## src/rtl/kbd_pkg.sv

```systemverilog
package kbd_pkg;
  localparam int KEY_W   = 8;
  localparam logic [KEY_W-1:0] CMD_FETCH = 8'h40;

  typedef struct packed {
    logic             push;
    logic [KEY_W-1:0] code;
    logic             pop;
    logic             clrOvr;
  } kbdStrobe_t;
endpackage

```

## src/rtl/kbd_scan_ctl.sv

```systemverilog
module kbd_scan_ctl
  import kbd_pkg::*;
#(
  parameter int PRESCALE = 64,
  parameter int ROWS     = 8,
  parameter int COLS     = 8
) (
  input  logic                     clk,
  input  logic                     rstN,
  input  logic                     csN,
  input  logic                     cmdSel,
  input  logic                     rdN,
  input  logic                     wrN,
  input  logic [KEY_W-1:0]         dataIn,
  input  logic [COLS-1:0]          retSense,
  output logic [$clog2(ROWS)-1:0]  scanRow,
  output kbdStrobe_t               strb
);
  localparam int PRE_W = (PRESCALE > 1) ? $clog2(PRESCALE) : 1;
  localparam int ROW_W = $clog2(ROWS);
  localparam int COL_W = $clog2(COLS);
  localparam logic [PRE_W-1:0] PRE_LAST = PRE_W'(PRESCALE - 1);
  localparam logic [ROW_W-1:0] ROW_LAST = ROW_W'(ROWS - 1);

  logic [PRE_W-1:0] preCnt;
  logic [1:0]       keyCnt, rowHits, sumHits;
  logic [KEY_W-1:0] keyCode, codeNext, candCode;
  logic [COL_W-1:0] colIdx;
  logic             candValid, locked, armed;
  logic             sampleNow, endPass, solo, rdAcc, wrAcc;

  // Saturating hit count (0, 1, 2+) and lowest active column of this row.
  always_comb begin
    rowHits = 2'd0;
    colIdx  = '0;
    for (int i = COLS - 1; i >= 0; i--) begin
      if (retSense[i]) colIdx = COL_W'(i);
    end
    for (int i = 0; i < COLS; i++) begin
      if (retSense[i] && rowHits != 2'd2) rowHits = rowHits + 2'd1;
    end
  end

  always_comb begin
    sampleNow = (preCnt == PRE_LAST);
    endPass   = sampleNow && (scanRow == ROW_LAST);
    sumHits   = ((keyCnt + rowHits) >= 2'd2 || keyCnt == 2'd2 || rowHits == 2'd2)
                ? 2'd2 : keyCnt + rowHits;
    codeNext  = (keyCnt == 2'd0 && rowHits == 2'd1)
                ? KEY_W'({scanRow, colIdx}) : keyCode;
    solo      = (sumHits == 2'd1);
    rdAcc     = !csN && !rdN;
    wrAcc     = !csN && !wrN;
    strb.push   = endPass && solo && candValid && (candCode == codeNext) && !locked;
    strb.code   = codeNext;
    strb.pop    = rdAcc && !cmdSel && armed;
    strb.clrOvr = rdAcc && cmdSel;
  end

  always_ff @(posedge clk or negedge rstN) begin
    if (!rstN) begin
      preCnt    <= '0;
      scanRow   <= '0;
      keyCnt    <= 2'd0;
      keyCode   <= '0;
      candValid <= 1'b0;
      candCode  <= '0;
      locked    <= 1'b0;
      armed     <= 1'b0;
    end else begin
      preCnt <= sampleNow ? '0 : preCnt + 1'b1;
      if (sampleNow) begin
        scanRow <= (scanRow == ROW_LAST) ? '0 : scanRow + 1'b1;
        if (endPass) begin
          keyCnt    <= 2'd0;
          keyCode   <= '0;
          candValid <= solo;
          candCode  <= codeNext;
          if (sumHits == 2'd0)  locked <= 1'b0;
          else if (strb.push)   locked <= 1'b1;
        end else begin
          keyCnt  <= sumHits;
          keyCode <= codeNext;
        end
      end
      if (wrAcc && cmdSel && dataIn == CMD_FETCH) armed <= 1'b1;
      else if (strb.pop)                            armed <= 1'b0;
    end
  end

  // row select only moves at the end of a dwell, and then by one
  p_dwell_hold_r1: assert property (@(posedge clk) disable iff (!rstN)
    (preCnt != PRE_LAST) |=> $stable(scanRow));
  p_row_step_r1: assert property (@(posedge clk) disable iff (!rstN)
    (preCnt == PRE_LAST && scanRow != ROW_LAST) |=> scanRow == $past(scanRow) + 1'b1);
  // an accepted key locks out further acceptance
  p_lock_after_push_r7: assert property (@(posedge clk) disable iff (!rstN)
    strb.push |=> locked);
  p_no_push_locked_r7: assert property (@(posedge clk) disable iff (!rstN)
    locked |-> !strb.push);
  // a fetch consumes the arming
  p_pop_disarms_r6: assert property (@(posedge clk) disable iff (!rstN)
    (strb.pop && !(wrAcc && cmdSel)) |=> !armed);
endmodule

```

## src/rtl/kbd_fifo_dp.sv

```systemverilog
module kbd_fifo_dp
  import kbd_pkg::*;
#(
  parameter int DEPTH = 8
) (
  input  logic             clk,
  input  logic             rstN,
  input  logic             cmdSel,
  input  kbdStrobe_t       strb,
  output logic [KEY_W-1:0] dataOut,
  output logic             irq
);
  localparam int PTR_W = $clog2(DEPTH);
  localparam int CNT_W = $clog2(DEPTH + 1);
  localparam logic [CNT_W-1:0] FULL = CNT_W'(DEPTH);

  logic [KEY_W-1:0] mem [DEPTH];
  logic [PTR_W-1:0] wrPtr, rdPtr;
  logic [CNT_W-1:0] count;
  logic             ovr, doPush, doPop, isFull;
  logic [KEY_W-1:0] status;

  always_comb begin
    isFull  = (count == FULL);
    doPush  = strb.push && !isFull;
    doPop   = strb.pop && (count != '0);
    status  = {2'b00, ovr, 1'b0, isFull, count[2:0]};
    dataOut = cmdSel ? status : mem[rdPtr];
    irq     = (count != '0);
  end

  always_ff @(posedge clk or negedge rstN) begin
    if (!rstN) begin
      wrPtr <= '0;
      rdPtr <= '0;
      count <= '0;
      ovr   <= 1'b0;
      for (int i = 0; i < DEPTH; i++) mem[i] <= '0;
    end else begin
      if (doPush) begin
        mem[wrPtr] <= strb.code;
        wrPtr      <= (wrPtr == PTR_W'(DEPTH - 1)) ? '0 : wrPtr + 1'b1;
      end
      if (doPop) rdPtr <= (rdPtr == PTR_W'(DEPTH - 1)) ? '0 : rdPtr + 1'b1;
      count <= count + CNT_W'(doPush) - CNT_W'(doPop);
      if (strb.push && isFull) ovr <= 1'b1;
      else if (strb.clrOvr)    ovr <= 1'b0;
    end
  end

  // occupancy never exceeds the depth
  p_count_bound_r3: assert property (@(posedge clk) disable iff (!rstN)
    count <= FULL);
  // a key arriving at a full queue raises overrun and leaves it full
  p_full_overrun_r5: assert property (@(posedge clk) disable iff (!rstN)
    (strb.push && isFull && !strb.pop) |=> (ovr && count == FULL));
  // a fetch alone removes exactly one entry
  p_pop_dec_r6: assert property (@(posedge clk) disable iff (!rstN)
    (strb.pop && !strb.push && count != '0) |=> count == $past(count) - 1'b1);
  // request follows queue occupancy across pushes
  p_irq_after_push_r8: assert property (@(posedge clk) disable iff (!rstN)
    (strb.push && !strb.pop) |=> irq);
endmodule

```

## src/rtl/kbd_scan_ctrl.sv

```systemverilog
module kbd_scan_ctrl
  import kbd_pkg::*;
#(
  parameter int PRESCALE = 64
) (
  input  logic       clk,
  input  logic       rstN,
  input  logic       csN,
  input  logic       cmdSel,
  input  logic       rdN,
  input  logic       wrN,
  input  logic [7:0] dataIn,
  output logic [7:0] dataOut,
  output logic [2:0] scanCode,
  input  logic [7:0] retSense,
  output logic       irq
);
  kbdStrobe_t strb;

  kbd_scan_ctl #(.PRESCALE(PRESCALE), .ROWS(8), .COLS(8)) u_ctl (
    .clk(clk), .rstN(rstN), .csN(csN), .cmdSel(cmdSel), .rdN(rdN), .wrN(wrN),
    .dataIn(dataIn), .retSense(retSense), .scanRow(scanCode), .strb(strb)
  );

  kbd_fifo_dp #(.DEPTH(8)) u_dp (
    .clk(clk), .rstN(rstN), .cmdSel(cmdSel), .strb(strb),
    .dataOut(dataOut), .irq(irq)
  );
endmodule

```

## config.mk

```make
export PLATFORM = sky130hd
export DESIGN_NAME = kbd_scan_ctrl
export DESIGN_NICKNAME = d
export VERILOG_FILES = /design/src/rtl/kbd_pkg.sv /design/src/rtl/kbd_scan_ctl.sv /design/src/rtl/kbd_fifo_dp.sv /design/src/rtl/kbd_scan_ctrl.sv
export SDC_FILE = /design/constraint.sdc
export NUM_CORES = 1
export LEC_CHECK = 0
export ABC_AREA = 1
export BUFFER_PORTS_ARGS = -buffer_cell sky130_fd_sc_hd__buf_2
export CAP_MARGIN = 15
export CORE_AREA = 2 2 119 92
export DETAILED_ROUTE_END_ITERATION = 12
export DIE_AREA = 0 0 121 94
export PLACE_DENSITY = 0.79
export SETUP_SLACK_MARGIN = 0.05
export SLEW_MARGIN = 30
export SYNTH_ARGS = -nofsm -noshare
export SYNTH_HDL_FRONTEND = slang
export SYNTH_SLANG_ARGS = --single-unit
```

## constraint.sdc

```tcl
create_clock -name clk -period 6.25 [get_ports clk]
set_clock_uncertainty 0.2 [all_clocks]
set_input_delay 0 -clock clk [delete_from_list [all_inputs] [get_ports clk]]
set_output_delay 0 -clock clk [all_outputs]
set_load 0.05 [all_outputs]
```

* Word-level counts from Yosys, hierarchy flattened
Cells that the tools add are included.
Storage, ports and cells: bits in registers 105, bits in latches 0, RAM bits 0, memory bits (read-only) 0, logic and storage cells 135, memories kept 0
Operators by class: add/subtract/negate cells 14, $mul 0, div/mod/pow operators 0, order comparisons 4, equality and inequality tests 18, shift-type cells 0, mux-type cells 37, bitwise logic cells 2, reductions and logical operators 40
Operator list (count):
- $bwmux 64 | 1
- $mux 8 | 6
- $mux 3 | 11
- $bmux 8 s3 | 1
- $demux 8 s3 | 1
- $logic_and 1x1->1 | 24
- $mux 2 | 9
- $add 2x1->2 const B | 6
- $ne 2x2->1 const B | 6
- $add 3x1->3 const B | 3
- $eq 3x3->1 const B | 3
- $eq 8x7->1 const B | 1
- $eq 8x8->1 | 1
- $ge 4x4->1 const B | 2
- $not 3->4 | 2
- $mux 1 | 7
- $add 6x1->6 const B | 1
- $eq 6x6->1 const B | 1
- $logic_not 1->1 | 6
- $mux 6 | 1
- $reduce_bool 2->1 | 3
- $add 4x1->4 | 1
- $eq 2x1->1 const B | 2
- $eq 2x2->1 const B | 2
- 12 further kinds | 14

* Longest topological paths before layout
Gate-level depths: netlist of run 1.
word-level depth 35, mapped depth 50, gate-level depth less buffers 48

* Hierarchy
From an unflattened synthesis of run 1, not the netlist that was laid out.
Unflattened totals: cells, all modules 776, area total of the unflattened synthesis 6053.3 µm²
By module, submodules not included:
- kbd_fifo_dp | instances 1, cells an instance 482, area each 3831.2 µm², seq. area each 1876.8 µm²
- kbd_scan_ctl | instances 1, cells an instance 294, area each 2222.1 µm², seq. area each 750.7 µm²

* Worst setup path after synthesis of run 1
OpenSTA, ideal clock, no wires.
kind input port to flip-flop, start input retSense[0], end register u_dp.count[2], arrival time 5549 ps, data required time 5927 ps, setup slack 379 ps, cell stages on the path 44, cell sequence inv_1 -> ha_1 -> inv_1 -> nand2_2 -> nand2_1 -> ha_1 -> inv_1 -> nand2_1 -> inv_1 -> nand3_1 -> nand2_1 -> ha_1 -> nor2_2 -> inv_1 -> nand3_1 -> nand2_2 -> ha_1 -> nor2_1 -> [8 not listed] -> ha_1 -> nor2_1 -> nand3_1 -> nand2_1 -> buf_4 -> ha_1 -> xnor3_1 -> nand3_1 -> nor2_1 -> nand3_2 -> nor2_4 -> buf_12 -> nand2_2 -> inv_2 -> ha_1 -> inv_1 -> fa_1 -> xnor2_1
Between the ends: longest elaborated chain between the ends 35, elaborated cells between the ends (all ways) 48, those cells by class 10 x add/sub; 1 x order compare; 11 x eq/ne; 11 x mux; 15 x reduce/logical
Ends and longest elaborated chain:
- start: declaration | RTL line kbd_scan_ctrl.sv:15 | input logic [7:0] retSense,
- branches (longest 30 deep; another with $add 2x1->2)
- $logic_and 1x1->1 (*) (2 in series) | RTL line kbd_scan_ctl.sv:54 | strb.push = endPass && solo && candValid && (candCode == codeNext) && !locked;
- $logic_and 1x1->1 (*) | RTL line kbd_fifo_dp.sv:25 | doPush = strb.push && !isFull;
- net u_dp.doPush | RTL line kbd_fifo_dp.sv:20 | logic ovr, doPush, doPop, isFull;
- $add 4x1->4 (*) | RTL line kbd_fifo_dp.sv:45 | count <= count + CNT_W'(doPush) - CNT_W'(doPop);
- $sub 4x1->4 (*) | RTL line kbd_fifo_dp.sv:45
- end signal: assignment | RTL line kbd_fifo_dp.sv:45
- end: declaration | RTL line kbd_fifo_dp.sv:19 | logic [CNT_W-1:0] count;
Mark *: on every way through the listed nets, which the timed path passes. A chain may end at the register's enable or synchronous reset.

* Final worst setup path of run 1
Ends and elaborated chain as after synthesis.

==> results of run 1 <==
cell families (layout without fill, tap and decap cells):
family / count (synthesis) / count (layout) / synth area share (%)
buffers and inverters: 97 / 137 / 7.43
adders and majority gates: 23 / 23 / 4.91
DFF: 105 / 105 / 43.7
AOI/OAI and AO/OA: 91 / 91 / 8.80
and+or+nand+nor: 429 / 429 / 34.2
xor gates and xnor gates: 5 / 5 / 0.957
layout by cell type (no fill, tap or decap), types with 5 or more instances in the layout:
cell	instances
sky130_fd_sc_hd__nor3_1	6
sky130_fd_sc_hd__nand3_1	39
sky130_fd_sc_hd__nand3_2	5
sky130_fd_sc_hd__buf_2	32
sky130_fd_sc_hd__dlygate4sd3_1	8
sky130_fd_sc_hd__nand2_1	203
sky130_fd_sc_hd__nand4_1	74
sky130_fd_sc_hd__o221ai_1	8
sky130_fd_sc_hd__nand3_4	10
sky130_fd_sc_hd__nand2_2	12
sky130_fd_sc_hd__clkbuf_16	9
sky130_fd_sc_hd__o21ai_0	55
sky130_fd_sc_hd__buf_4	18
sky130_fd_sc_hd__a21oi_1	7
sky130_fd_sc_hd__nor2_1	63
sky130_fd_sc_hd__inv_1	55
sky130_fd_sc_hd__ha_1	21
sky130_fd_sc_hd__nor2_2	6
sky130_fd_sc_hd__dfrtp_1	105
sky130_fd_sc_hd__o22ai_1	9
cell usage after synthesis, drive strengths merged (2+ instances only):
| master | number | area, µm² |
|---|---|---|
| o21ai | 56 | 280 |
| xor2 | 2 | 17.5 |
| a21oi | 7 | 35.0 |
| ha | 22 | 275 |
| o221ai | 8 | 70.1 |
| a31oi | 3 | 18.8 |
| nor3 | 8 | 50.1 |
| xnor2 | 2 | 17.5 |
| a32o | 2 | 20.0 |
| nor2 | 71 | 282 |
| or2 | 3 | 18.8 |
| clkbuf | 24 | 90.1 |
| o22ai | 9 | 56.3 |
| nand4 | 74 | 463 |
| buf | 12 | 128 |
| a22o | 3 | 26.3 |
| dfrtp | 105 | 2630 |
| nand2 | 215 | 832 |
| nand3 | 54 | 385 |
| inv | 60 | 225 |
| o31ai | 2 | 15.0 |
| nor4 | 2 | 12.5 |
metal layers:
layer	GRT usage (%)	vias to the layer above	part of all wire, %	wire length (µm)
met5	0	-	0	0
met4	11.6	0	2.5	399
met3	8.62	34	9.6	1550
met2	46.0	245	46	7470
met1	41.2	2718	41	6670
li1	-	2627	-	-
what timing repair did:
action | 4_1_cts | 5_1_grt
buffers inserted | 0 | 1
endpoints found under the setup margin | 0 | 67
gates resized for setup | 0 | 14
hold endpoints to repair | 58 | 0
hold buffers | 8 | 0
final timing paths:
kind	startpoint	end	slack [ps]
setup / recovery	retSense[0]	u_dp.count[2]	530
hold / removal	rstN	u_ctl.keyCnt[1]	50
setup reg to reg	u_ctl.preCnt[0]	u_dp.count[2]	2000
hold reg to reg	u_ctl.preCnt[0]	u_ctl.preCnt[0]	260
max in group asynchronous	rstN	u_dp.mem[24]	4650
min in group clk	retSense[5]	u_ctl.candCode[1]	130
layout make-up:
class / count / area, µm²
flip-flops and latches: 105 / 2630
inverters: 61 / 229
multi-input cells: 548 / 3010
repair buffers: 60 / 415
clock buffers: 11 / 243
well taps: 136 / 170
clock inverters: 5 / 63.8
fillers: 813 / 3370
power by group through the flow:
stage	combinational [mW]	clock, mW	sequential (mW)
5_1_grt	0.238	0.630	0.684
3_3_place_gp	0.183	0	0.697
6_report	0.213	0.595	0.684
4_1_cts	0.198	0.597	0.684
2_1_floorplan	0.133	0	0.698
3_5_place_dp	0.194	0	0.698
sequential cells by signal, summed over array words and instances (netlist names):
signal           cells
u_ctl.scanRow        3
u_dp.rdPtr           3
u_ctl.keyCode        8
u_dp.count           4
u_ctl.locked         1
u_ctl.candCode       8
u_ctl.armed          1
u_dp.mem            64
u_ctl.preCnt         6
u_dp.ovr             1
u_ctl.keyCnt         2
u_dp.wrPtr           3
u_ctl.candValid      1
stage by stage:
stage                     std cells  instance area [µm²]  setup slack [ps]  power (mW)  utilization, %
after global routing            926                 6760              56.2        1.55            66.7
after CTS                       924                 6670               142        1.48            65.9
after floorplan                 750                 6010               379       0.831               -
after global placement          900                 6290               202       0.881            62.1
after detailed placement        900                 6290              -204       0.892            62.1
final                           926                 6760               527        1.49            66.7
==> impl.org, run 1 <==
** Run status
- Status :: complete, no violations

** Synth
- Number of enable flip-flop cells after synthesis :: 0
- Most frequently used flop master after synthesis :: sky130_fd_sc_hd__dfrtp_1
- Counting every net in the synthesized netlist gives 795.
- The cell area that synthesis handed to floorplanning was 6010 µm².
- After technology mapping, the gate count stands at 750.
- For this run, asynchronously set or reset flops after synthesis account for 100%.
- Syn avg cell area :: 8.02 µm²
- Sequential fraction of the synthesis area :: 43.7%
- Synthesis instantiated 40 different standard cells from the library.
- The Yosys step of the flow raised 0 warnings.
- Number of synthesized register bits :: 105

** Global route
- Wire length of the first global-routing pass :: 26700 µm
- Vias in the first global route :: 5380
- The initial antenna violation count was 0.
- Global routing usage summed across all routing layers :: 30.3%
- Entering global routing, the biggest net connects 76 pins.
- Global route overflow :: 0

** Clock network
- In this run the deepest clock path goes through 2 buffers.
- Clock-pin slew reported for the worst setup and hold paths after clock tree synthesis :: 70 ps
- The H-tree was split into 3 levels.
- TritonCTS created 9 clock buffers.
- For the worst-skew pair, the clock arrives at the later sink with an insertion delay of 360 ps.
- Clock tree from TritonCTS :: yes
- Cell chosen for the clock root :: sky130_fd_sc_hd__clkbuf_16
- Sinks on the clock net :: 105

** Route
- After detailed routing, the total wire length is 16100 µm.
- Count of TritonRoute iterations in the first routing pass :: 5
- Drc violations :: 0
- Post-route antenna net violation count :: 0
- Vias per inst :: 6.07
- After the first detailed-routing iteration, the DRC count stood at 565.
- Dividing the detail-routed wire length by the instance count gives 17.4 µm.
- The routed layout has 5624 vias.

** Timing
- Setup-violating endpoint count in the final report :: 0
- Hold timing on the final database bottoms out at a slack of 45.9 ps.
- Final number of max-transition violations :: 0
- The hold violation total from the final report was 0.
- For the pin with the worst max-slew slack, the measured transition is 933 ps.
- Dividing the final minimum period by the clock period gives 91.6%.
- Based on the critical path, the design can be clocked at up to 0.175 GHz.
- Headroom to the max-slew limit came out at 37.4%.
- Setup_tns :: 0 ps
- Tmin final :: 5720 ps
- Setup repair after global routing left no endpoint under its margin.

** Floorplan
- The initial utilization of the core area, before any placement, comes to 59.4%.
- Pin placement for this block handled 34 I/O pins.
- The die covers 11400 µm².
- The total area inside the core boundary comes to 10100 µm².
- From left edge to right edge, the die measures 121 µm.
- The initialized floorplan defines 32 standard-cell rows.
- Die span in y :: 94 µm

** Critical path
- Top Family by Delay on Critical Path :: simple AND/OR/NAND/NOR gates
- In this design, the stage delay of the slowest critical-path cell is 380 ps.
- Crit path buffers/inverters :: 10
- The critical path in this run is classified as input pin to register.
- The worst setup path is captured at a register.
- Maximum fanout encountered on the critical timing path :: 5
- STA puts the critical path data required time at 6290 ps.
- STA classifies the critical path startpoint as an input pin.
- Register-to-Register Path Depth :: 15
- The critical path runs through a total of 43 cells.
- Among all stages on the critical path, the largest delay is contributed by sky130_fd_sc_hd__fa_1.
- Arrival time at the worst endpoint :: 5760 ps

** Final layout
- The net count of the finished layout is 830.
- 0 antenna diodes ended up in the layout.
- Proportion of layout cells with a drive suffix above 1 :: 14.1%
- Area grow syn2layout :: 12.3%

** Placed design
- Global placer's final weighted congestion :: 0.890
- After legalization and detailed placement, the total HPWL measured 10200 µm.
- The count of buffers added on input and output ports is 33.

** Power
- In this run, the clock network consumes 39.9% of the power.
- Net switching is 27.7% of the power.
- In this run the power density over the cells is 221 nW/µm².
- Net switching component of the power :: 0.413 mW
- Across the VDD grid, the largest voltage drop is 139 µV.
- For this design the static power due to leakage is 3.49 nW.
- Reg power frac :: 45.8%
- Internal power consumption :: 1.08 mW
- Per report_power, the combinational group accounts for 14.3% of the total.

** Min path
- Path class of the lowest-slack min-delay path :: input pin to async pin

** Run
- Across the run, the number of max-cap violations was 0.
Power figures use the tool's default switching activity.
==> run 2: changes to the inputs <==
--- a/config.mk
+++ b/config.mk
@@ -11,7 +11,7 @@
 export CORE_AREA = 2 2 119 92
 export DETAILED_ROUTE_END_ITERATION = 12
 export DIE_AREA = 0 0 121 94
-export PLACE_DENSITY = 0.79
+export PLACE_DENSITY = 0.78
 export SETUP_SLACK_MARGIN = 0.05
 export SLEW_MARGIN = 30
 export SYNTH_ARGS = -nofsm -noshare
==> run 2 against run 1 <==
Critical endpoint unchanged. Largest power group unchanged. Sequential power hardly changed. Clock power is 7.6% lower. Final area is 0.48% lower. Combinational power is 4% higher. Final cell count is 0.22% lower. Global-route usage is 0.96 points lower. Die area stayed put. Flip-flop and latch count stayed put. Critical path depth is 5 higher.
==> impl.org, run 2 (synthesis gave the netlist of run 1 again) <==
** Critical path
- CP most frequent cell :: sky130_fd_sc_hd__inv_1
- Register-to-register setup slack :: 2000 ps
- Along the worst path, the maximum fanout reaches 10.
- Data on the critical path is required at its endpoint by 6280 ps.
- Start of the worst register-to-register path :: u_ctl.preCnt[0]
- The worst setup path is captured at a register.
- End point of the critical path :: u_dp.count[2]
- The endpoint identified for the worst register-to-register timing path is u_dp.count[2].
- Data arrives at the worst endpoint at 5750 ps.
- The most critical setup path has its startpoint at retSense[0].
- The worst register-to-register path has a depth of 15.
- Crit-path max cell delay :: 390 ps
- By startpoint and endpoint, the worst setup path is classified as input pin to register.
- Type of origin of the critical path :: input pin
- The largest individual stage delay along the critical path comes from the cell sky130_fd_sc_hd__fa_1.

** Final layout
- Proportion of layout cells with a drive suffix above 1 :: 14.3%
- Top library cells by usage in the layout, fill and taps aside :: sky130_fd_sc_hd__nand2_1 (201), sky130_fd_sc_hd__dfrtp_1 (105), sky130_fd_sc_hd__nand4_1 (74)
- Counting the fill cells in the layout gives 838.
- u_dp.mem holds more flip-flops than any other register.
- The library cell used most frequently in the layout, excluding fill and tap cells, is sky130_fd_sc_hd__nand2_1.
- The register with the most flip-flops in the layout has 64 of them.
- # diodes :: 0
- From synthesis to final layout, the design area changed by 11.8%.
- Excluding fillers, the count of instances in the completed layout stands at 924.
- Fin nets :: 831
- Largest registers :: u_dp.mem (64), u_ctl.candCode (8), u_ctl.keyCode (8)
- The finished cells cover 6720 µm².

** Global route
- Wire length of the first global-routing pass :: 26000 µm
- The via count of the first global-routing pass is 5330.
- Number of antenna violations at the first check in global routing :: 0
- The total overflow left after global routing is 0.
- Entering global routing, the biggest net connects 76 pins.
- In the global route stage, overall resource usage came out at 29.3%.

** Power
- Net switching component of the power :: 0.390 mW
- Maximum resistive drop on vdd :: 186 µV
- The analysis attributes to cell leakage a power of 3.49 nW.
- The share of total power dissipated in combinational logic is 15.2%.
- Of the total power, the share spent switching nets is 26.8%.
- Sequential cells account for 47.1% of the total power.
- The clock network accounts for 37.7% of the total power.
- The internal portion of the total power is 1.07 mW.
- Dividing total power by cell area gives a power density of 217 nW/µm².

** Route
- Vias per inst :: 6.04
- WL per Instance :: 17.0 µm
- Sum of routed wire length over all layers :: 15800 µm
- Iteration-0 DRC Markers :: 515
- Vias :: 5578
- Post-route antenna net violation count :: 0
- Drc violations :: 0
- The pre-antenna-repair detailed-routing pass consisted of 5 iterations.

** Floorplan
- Horizontal die dimension :: 121 µm
- The die covers 11400 µm².
- After floorplanning, the core was sized to cover 10100 µm².
- Standard-cell rows :: 32
- I/O pins :: 34
- Once the floorplan was initialized, standard cells occupied 59.4% of the core.
- The die is 94 µm tall.

** Min path
- Path class of the lowest-slack min-delay path :: input pin to async pin

** Timing
- Period utilisation layout :: 91.5%
- The hold violation total from the final report came to 0.
- Worst Tran Pin Value :: 929 ps
- After layout, the minimum clock period comes to 5720 ps.
- Setup violations remaining at the end of the flow were counted as 0.
- Fmax :: 0.175 GHz
- Unrepaired setup endpoints after global routing :: false
- Setup slack on the critical path of the routed design comes to 530 ps.
- Headroom to the max-slew limit came out at 38.1%.
- The final count of pins violating max slew is 0.

** Clock network
- Buffers inserted during clock tree synthesis total 9.
- The clock drives 105 sinks.
- Clk_lat worst skew :: 350 ps
- TritonCTS built the clock tree.
- Cell chosen for the clock root :: sky130_fd_sc_hd__clkbuf_16
- In this run the deepest clock path goes through 2 buffers.
- Clock-pin slew was measured on the worst setup and hold paths at 70 ps.
- H-Tree Depth :: 3

** Placed design
- Counting tap cells, the placed design contains a total of 901 instances.
- The congestion estimate from routability-driven global placement came to 0.849.
- The count of buffers added on input and output ports is 33.
- Summing all placed instances gives a cell area of 6290 µm².
- After legalization and detailed placement, the total HPWL measured 10200 µm.
- Worst setup timing slack at the placement stage :: -193 ps

** Run status
- Status :: complete, no violations

** Run
- The tool flagged a number of max-cap violations equal to 0.
-- run 2: changes by cell type in the layout (fill, tap and decap cells not counted), moves of 2 or more --
cell | before | now
sky130_fd_sc_hd__clkinv_4 | 2 | 0
sky130_fd_sc_hd__nand2_1 | 203 | 201
sky130_fd_sc_hd__nand2_2 | 12 | 14
sky130_fd_sc_hd__nand3_2 | 5 | 7
-- run 2: cell type report --
class | instances | area [µm²] | share of cell area, %
multi-input combinational | 548 | 3010 | 44.8
sequential | 105 | 2630 | 39.1
timing repair buffer | 61 | 414 | 6.16
clock buffer | 10 | 229 | 3.41
inverter | 61 | 229 | 3.41
tap | 136 | 170 | 2.53
clock inverter | 3 | 43.8 | 0.651
-- run 2: power by group through the flow --
stage               clock [mW]  sequential (mW)  combinational (mW)
floorplan                    0            0.698               0.133
CTS                      0.556            0.686               0.194
global placement             0            0.699               0.181
detailed placement           0            0.699               0.191
global route             0.582            0.686               0.250
finish                   0.550            0.686               0.221
-- run 2: repair_timing --
item / 4_1_cts / 5_1_grt
hold endpoints to repair: 48 / 0
endpoints found under the setup margin: 0 / 69
buffers inserted: 0 / 2
resized for setup: 0 / 18
hold buffers: 8 / 0
-- run 2: through the flow --
step	utilization [%]	total power, mW	hold WS, ps	TNS [ps]
floorplan	-	0.831	-496	0
global placement	62.1	0.880	-155	0
detailed placement	62.1	0.890	-148	-355
CTS	65.6	1.44	25.6	0
global route	66.4	1.52	55.5	0
finish	66.4	1.46	3.18	0
-- run 2: critical path, delay by kind of cell --
family,cells,cell delay [ps]
AND/OR/NAND/NOR,24,2610
adder cells (fa/ha/maj),8,1720
XOR/XNOR,1,140
buffers and inverters,15,1230
-- run 2: worst min-delay path by stage --
stage                       endpoint  start  depth (start not counted)
floorplan                u_ctl.armed   rstN                          0
global placement    u_ctl.keyCode[1]   rstN                          1
detailed placement   u_ctl.keyCnt[1]   rstN                          1
CTS                  u_ctl.keyCnt[1]   rstN                          2
global route        u_ctl.keyCode[3]   rstN                          2
finish              u_ctl.keyCode[1]   rstN                          2
-- run 2: per-layer routing --
metal,GRT usage (%),vias to the layer above,share of wire [%]
li1,-,2612,-
met1,40.9,2675,42
met2,45.2,263,47
met3,7.22,28,10
met4,9.30,0,1.6
met5,0,-,0
==> run 3: changes to the inputs <==
--- a/config.mk
+++ b/config.mk
@@ -5,13 +5,12 @@
 export SDC_FILE = /design/constraint.sdc
 export NUM_CORES = 1
 export LEC_CHECK = 0
-export ABC_AREA = 1
 export BUFFER_PORTS_ARGS = -buffer_cell sky130_fd_sc_hd__buf_2
 export CAP_MARGIN = 15
-export CORE_AREA = 2 2 119 92
+export CORE_AREA = 2 2 116 90
 export DETAILED_ROUTE_END_ITERATION = 12
-export DIE_AREA = 0 0 121 94
-export PLACE_DENSITY = 0.78
+export DIE_AREA = 0 0 118 92
+export PLACE_DENSITY = 0.77
 export SETUP_SLACK_MARGIN = 0.05
 export SLEW_MARGIN = 30
 export SYNTH_ARGS = -nofsm -noshare
==> run 3 against run 2 <==
Clock-buffer cell count rose by 1. First-iteration DRC count fell by 45%. Sequential power rose by 8.2%. The run now ends with hold timing left. Clock power fell by 4.9%. Maximum frequency fell by 7.2%. Flip-flop and latch count did not move. Final cell count fell by 25%. Non-clock buffer count rose by 32. Via count fell by 29%. Area after synthesis fell by 5.3%. Register-to-register slack improved by 710 ps. Utilization rose by 4.5 points.
==> impl.org, run 3 <==
** Clock network
- Counting the buffers created by CTS gives 9.
- The clock tree synthesis step divided the H-tree into 3 levels.
- In this run the deepest clock path goes through 2 buffers.
- Clk_lat worst skew :: 350 ps
- Clock tree synthesis found a total of 105 sinks.
- Cell chosen for the clock root :: sky130_fd_sc_hd__clkbuf_16
- Clock tree from TritonCTS :: yes
- Clock-pin slew reported for the worst setup and hold paths after clock tree synthesis :: 60 ps

** Synth
- Yosys instantiated no cell more often than sky130_fd_sc_hd__dfrtp_1.
- Most frequently used flop master after synthesis :: sky130_fd_sc_hd__dfrtp_1
- Synthesized instance count :: 468
- Sorting the synthesized cells by how often they occur yields sky130_fd_sc_hd__dfrtp_1 (105), sky130_fd_sc_hd__mux2_2 (75), sky130_fd_sc_hd__nand2_1 (40), sky130_fd_sc_hd__ha_1 (22).
- A synthesized cell averages 12.2 µm².
- Share of the synthesized area in compound gates (AO/OA/AOI/OAI) :: 6.81%
- The biggest area contributor in the post-synthesis netlist is sky130_fd_sc_hd__dfrtp_1.
- Summing the areas of all and, or, nand and nor instances in the mapped netlist gives 11.4% of the synthesized area.
- During synthesis, Yosys emitted a total of 0 warnings.
- Post-synthesis instance area :: 5690 µm²
- Main combinational cell family by area after synthesis :: multiplexers
- In the synthesized netlist the async set-or-reset flop fraction comes to 100%.
- Summing the sequential cell areas from Yosys gives 46.1% of the chip area.
- Share of the synthesized area in the top cell type :: 46.1%
- Number of synthesized register bits :: 105
- Of the total synthesized cell area, the portion taken by full adders, half adders and majority gates is 5.19%.
- Synth Area in XOR/XNOR :: 4.59%
- Leading post-synthesis cells by cell area :: sky130_fd_sc_hd__dfrtp_1 (46%), sky130_fd_sc_hd__mux2_2 (15%), sky130_fd_sc_hd__mux4_2 (6.3%)
- Mapped Nets :: 513
- Multiplexer share of the synthesized area :: 22.9%
- Yosys mapped a number of flops with a built-in enable equal to 0.
- Distinct cells, synth :: 54

** Power
- Net switching is 35.1% of the power.
- In this run the static leakage power is 3.43 nW.
- Per report_power, the combinational group accounts for 43.6% of the total.
- Cell internal power was estimated by the tool at 1.46 mW.
- Proportion of power drawn by the clock network :: 23.3%
- The analysis attributes to net switching a power of 0.788 mW.
- Per report_power, the sequential group accounts for 33.0% of the total.
- In this run the power density over the cells is 320 nW/µm².
- Overall power of the completed layout :: 2.25 mW
- Maximum resistive drop on vdd :: 160 µV

** Final layout
- Max FFs per register :: 64
- # diodes :: 0
- Summing all flip-flop and latch instances after layout gives 2630 µm².
- The finished layout holds 695 standard cells, fillers aside.
- Largest registers :: u_dp.mem (64), u_ctl.candCode (8), u_ctl.keyCode (8)
- Multi-input gate area :: 3170 µm²
- Fin nets :: 599
- Most common cell after layout, fill and taps aside :: sky130_fd_sc_hd__dfrtp_1
- Proportion of layout cells with a drive suffix above 1 :: 44.2%
- Top library cells by usage in the layout, fill and taps aside :: sky130_fd_sc_hd__dfrtp_1 (105), sky130_fd_sc_hd__mux2_2 (75), sky130_fd_sc_hd__buf_4 (48)
- Top reg by flops :: u_dp.mem
- The area growth from synthesis to layout is 23.2%.
- Final-layout fill cell count :: 699

** Critical path
- The most numerous cell type found on the critical path is sky130_fd_sc_hd__ha_4.
- Data arrives at the worst endpoint at 6210 ps.
- For the worst setup path, the data required time is 6300 ps.
- Among all stages on the critical path, the largest delay is contributed by sky130_fd_sc_hd__fa_2.
- Crit path buffers/inverters :: 5
- In this run the critical register-to-register path is launched from u_ctl.preCnt[0].
- Top Family by Delay on Critical Path :: simple AND/OR/NAND/NOR gates
- On the worst path, the slowest cell contributes a delay of 560 ps.
- In this run the register-to-register setup slack is 2710 ps.
- Register-to-Register Path Depth :: 12
- STA classifies the critical path startpoint as an input pin.
- The worst register-to-register path ends at u_dp.count[1].
- STA classifies the critical path endpoint as a register.
- Of all nets on the critical path, the largest fanout is 4.
- The setup path with the least slack is of type input pin to register.

** Global route
- Summed over all layers, the global routing overflow is 0.
- Global routing used 24.0% of the available tracks across all layers.
- Wire length of the first global-routing pass :: 20400 µm
- Largest net degree at the start of global routing :: 62
- The via count of the first global-routing pass was 4049.
- The initial antenna violation count is 0.

** Min path
- Path class of the lowest-slack min-delay path :: input pin to async pin

** Timing
- At the pin with the least slew margin, the transition time is 854 ps.
- Final Hold Vio Count :: 15
- Period utilisation layout :: 98.6%
- For the final routed database, the setup TNS stands at 0 ps.
- Setup-violating endpoint count in the final report :: 0
- Final number of max-transition violations :: 0
- Final critical-path setup slack :: 86.6 ps
- Unrepaired setup endpoints after global routing :: true
- Measured against its own limit, the worst slew margin works out to 43.0%.
- For this run, the top clock speed supported by timing is 0.162 GHz.
- Final hold slack :: -23.8 ps
- Tmin final :: 6160 ps

** Floorplan
- I/O pins :: 34
- Horizontal die dimension :: 118 µm
- Die span in y :: 92 µm
- The initial utilization of the core area, before any placement, comes to 57.6%.
- The floorplan has 32 rows.
- After floorplanning, the core was sized to cover 9890 µm².
- The die covers 10900 µm².

** Route
- Count of TritonRoute iterations in the first routing pass :: 4
- Drc violations :: 0
- After detailed routing, the number of vias per cell comes to 5.73.
- For this block, the initial DRC count from the detailed router was 282.
- Sum of routed wire length over all layers :: 12300 µm
- Vias :: 3982
- Post-route antenna net violation count :: 0
- WL per Instance :: 17.6 µm

** Placed design
- The congestion estimate from routability-driven global placement came to 0.870.
- During placement, the flow inserted port buffers numbering 33.
- Detailed placement ended at an HPWL of 8550 µm.
- Worst setup timing slack at the placement stage :: -360 ps
- In this run, placement finished with an instance count of 665.

** Run status
- Status :: complete, but fails checks
- Failing checks :: hold timing

** Run
- Across the run, the number of max-cap violations was 0.
-- run 3: changes by cell type after synthesis, sizes merged, moves of 9 or more --
cell | previous run | this run
nand2b | 0 | 9
nand3 | 54 | 12
inv | 60 | 18
nor2 | 71 | 18
o21ai | 56 | 17
o22ai | 9 | 0
mux2 | 0 | 75
clkbuf | 24 | 10
mux2i | 0 | 10
nand2 | 215 | 40
mux4 | 0 | 16
nand4 | 74 | 1
xor2 | 2 | 16
-- run 3: through the flow --
step / instance area [µm²] / utilization, %
after floorplan: 5880 / -
after global placement: 6510 / 65.8
after detailed placement: 6510 / 65.8
after CTS: 6900 / 69.7
after global routing: 7010 / 70.9
final: 7010 / 70.9
-- run 3: logic make-up (layout without fill, tap and decap cells) --
| family | count (synthesis) | after routing |
|---|---|---|
| XOR/XNOR | 27 | 27 |
| buffers and inverters | 36 | 127 |
| AND/OR/NAND/NOR | 122 | 122 |
| multiplexers | 101 | 101 |
| AO/OA/AOI/OAI | 54 | 54 |
| flip-flops | 105 | 105 |
| adder cells (fa/ha/maj) | 23 | 23 |
-- run 3: what timing repair did --
action / in CTS / in global routing
pin swaps: 2 / 20
setup endpoints to repair: 1 / 70
buffers inserted: 2 / 4
hold buffers: 8 / 0
resized for setup: 3 / 21
hold endpoints to repair: 49 / 0
-- run 3: worst max-delay path by stage --
| stage | start | slack (ps) | end | depth (start not counted) |
|---|---|---|---|---|
| 3_5_place_dp | retSense[0] | -360 | u_dp.count[1] | 36 |
| 5_1_grt | retSense[1] | -130 | u_dp.count[1] | 34 |
| 2_1_floorplan | retSense[0] | -290 | u_dp.count[1] | 35 |
| 3_3_place_gp | retSense[0] | -180 | u_dp.count[1] | 36 |
| 4_1_cts | retSense[0] | 80 | u_dp.count[1] | 35 |
| 6_report | retSense[1] | 90 | u_dp.count[1] | 34 |
-- run 3: layer usage --
| layer | part of all wire (%) | routed length [µm] | vias up | track usage, % |
|---|---|---|---|---|
| met5 | 0 | 0 | - | 0 |
| met4 | 1.2 | 147 | 0 | 6.02 |
| met3 | 4.2 | 509 | 12 | 4.85 |
| met2 | 48 | 5880 | 85 | 39.0 |
| met1 | 47 | 5720 | 2035 | 33.4 |
| li1 | - | - | 1850 | - |
-- run 3: cell type report --
class	count	share of cell area (%)
Clock inverter	5	0.553
Sequential cell	105	37.5
Tap cell	136	2.43
Multi-Input combinational cell	327	45.1
Inverter	18	0.963
Timing Repair Buffer	93	10.1
Clock buffer	11	3.32
-- run 3: power groups by stage --
stage / clock [mW] / combinational, mW / sequential (mW)
floorplan: 0 / 0.566 / 0.735
global placement: 0 / 0.864 / 0.753
detailed placement: 0 / 0.887 / 0.755
CTS: 0.533 / 0.914 / 0.741
global route: 0.563 / 1.07 / 0.745
finish: 0.523 / 0.980 / 0.742
-- run 3: worst register-to-register path: cells and delay by family (launching register included) --
kind	cells	cell delay, ps
and+or+nand+nor	5	1260
buffers and inverters	2	70
DFF	1	410
adders and majority gates	3	960
AOI/OAI and AO/OA	2	530
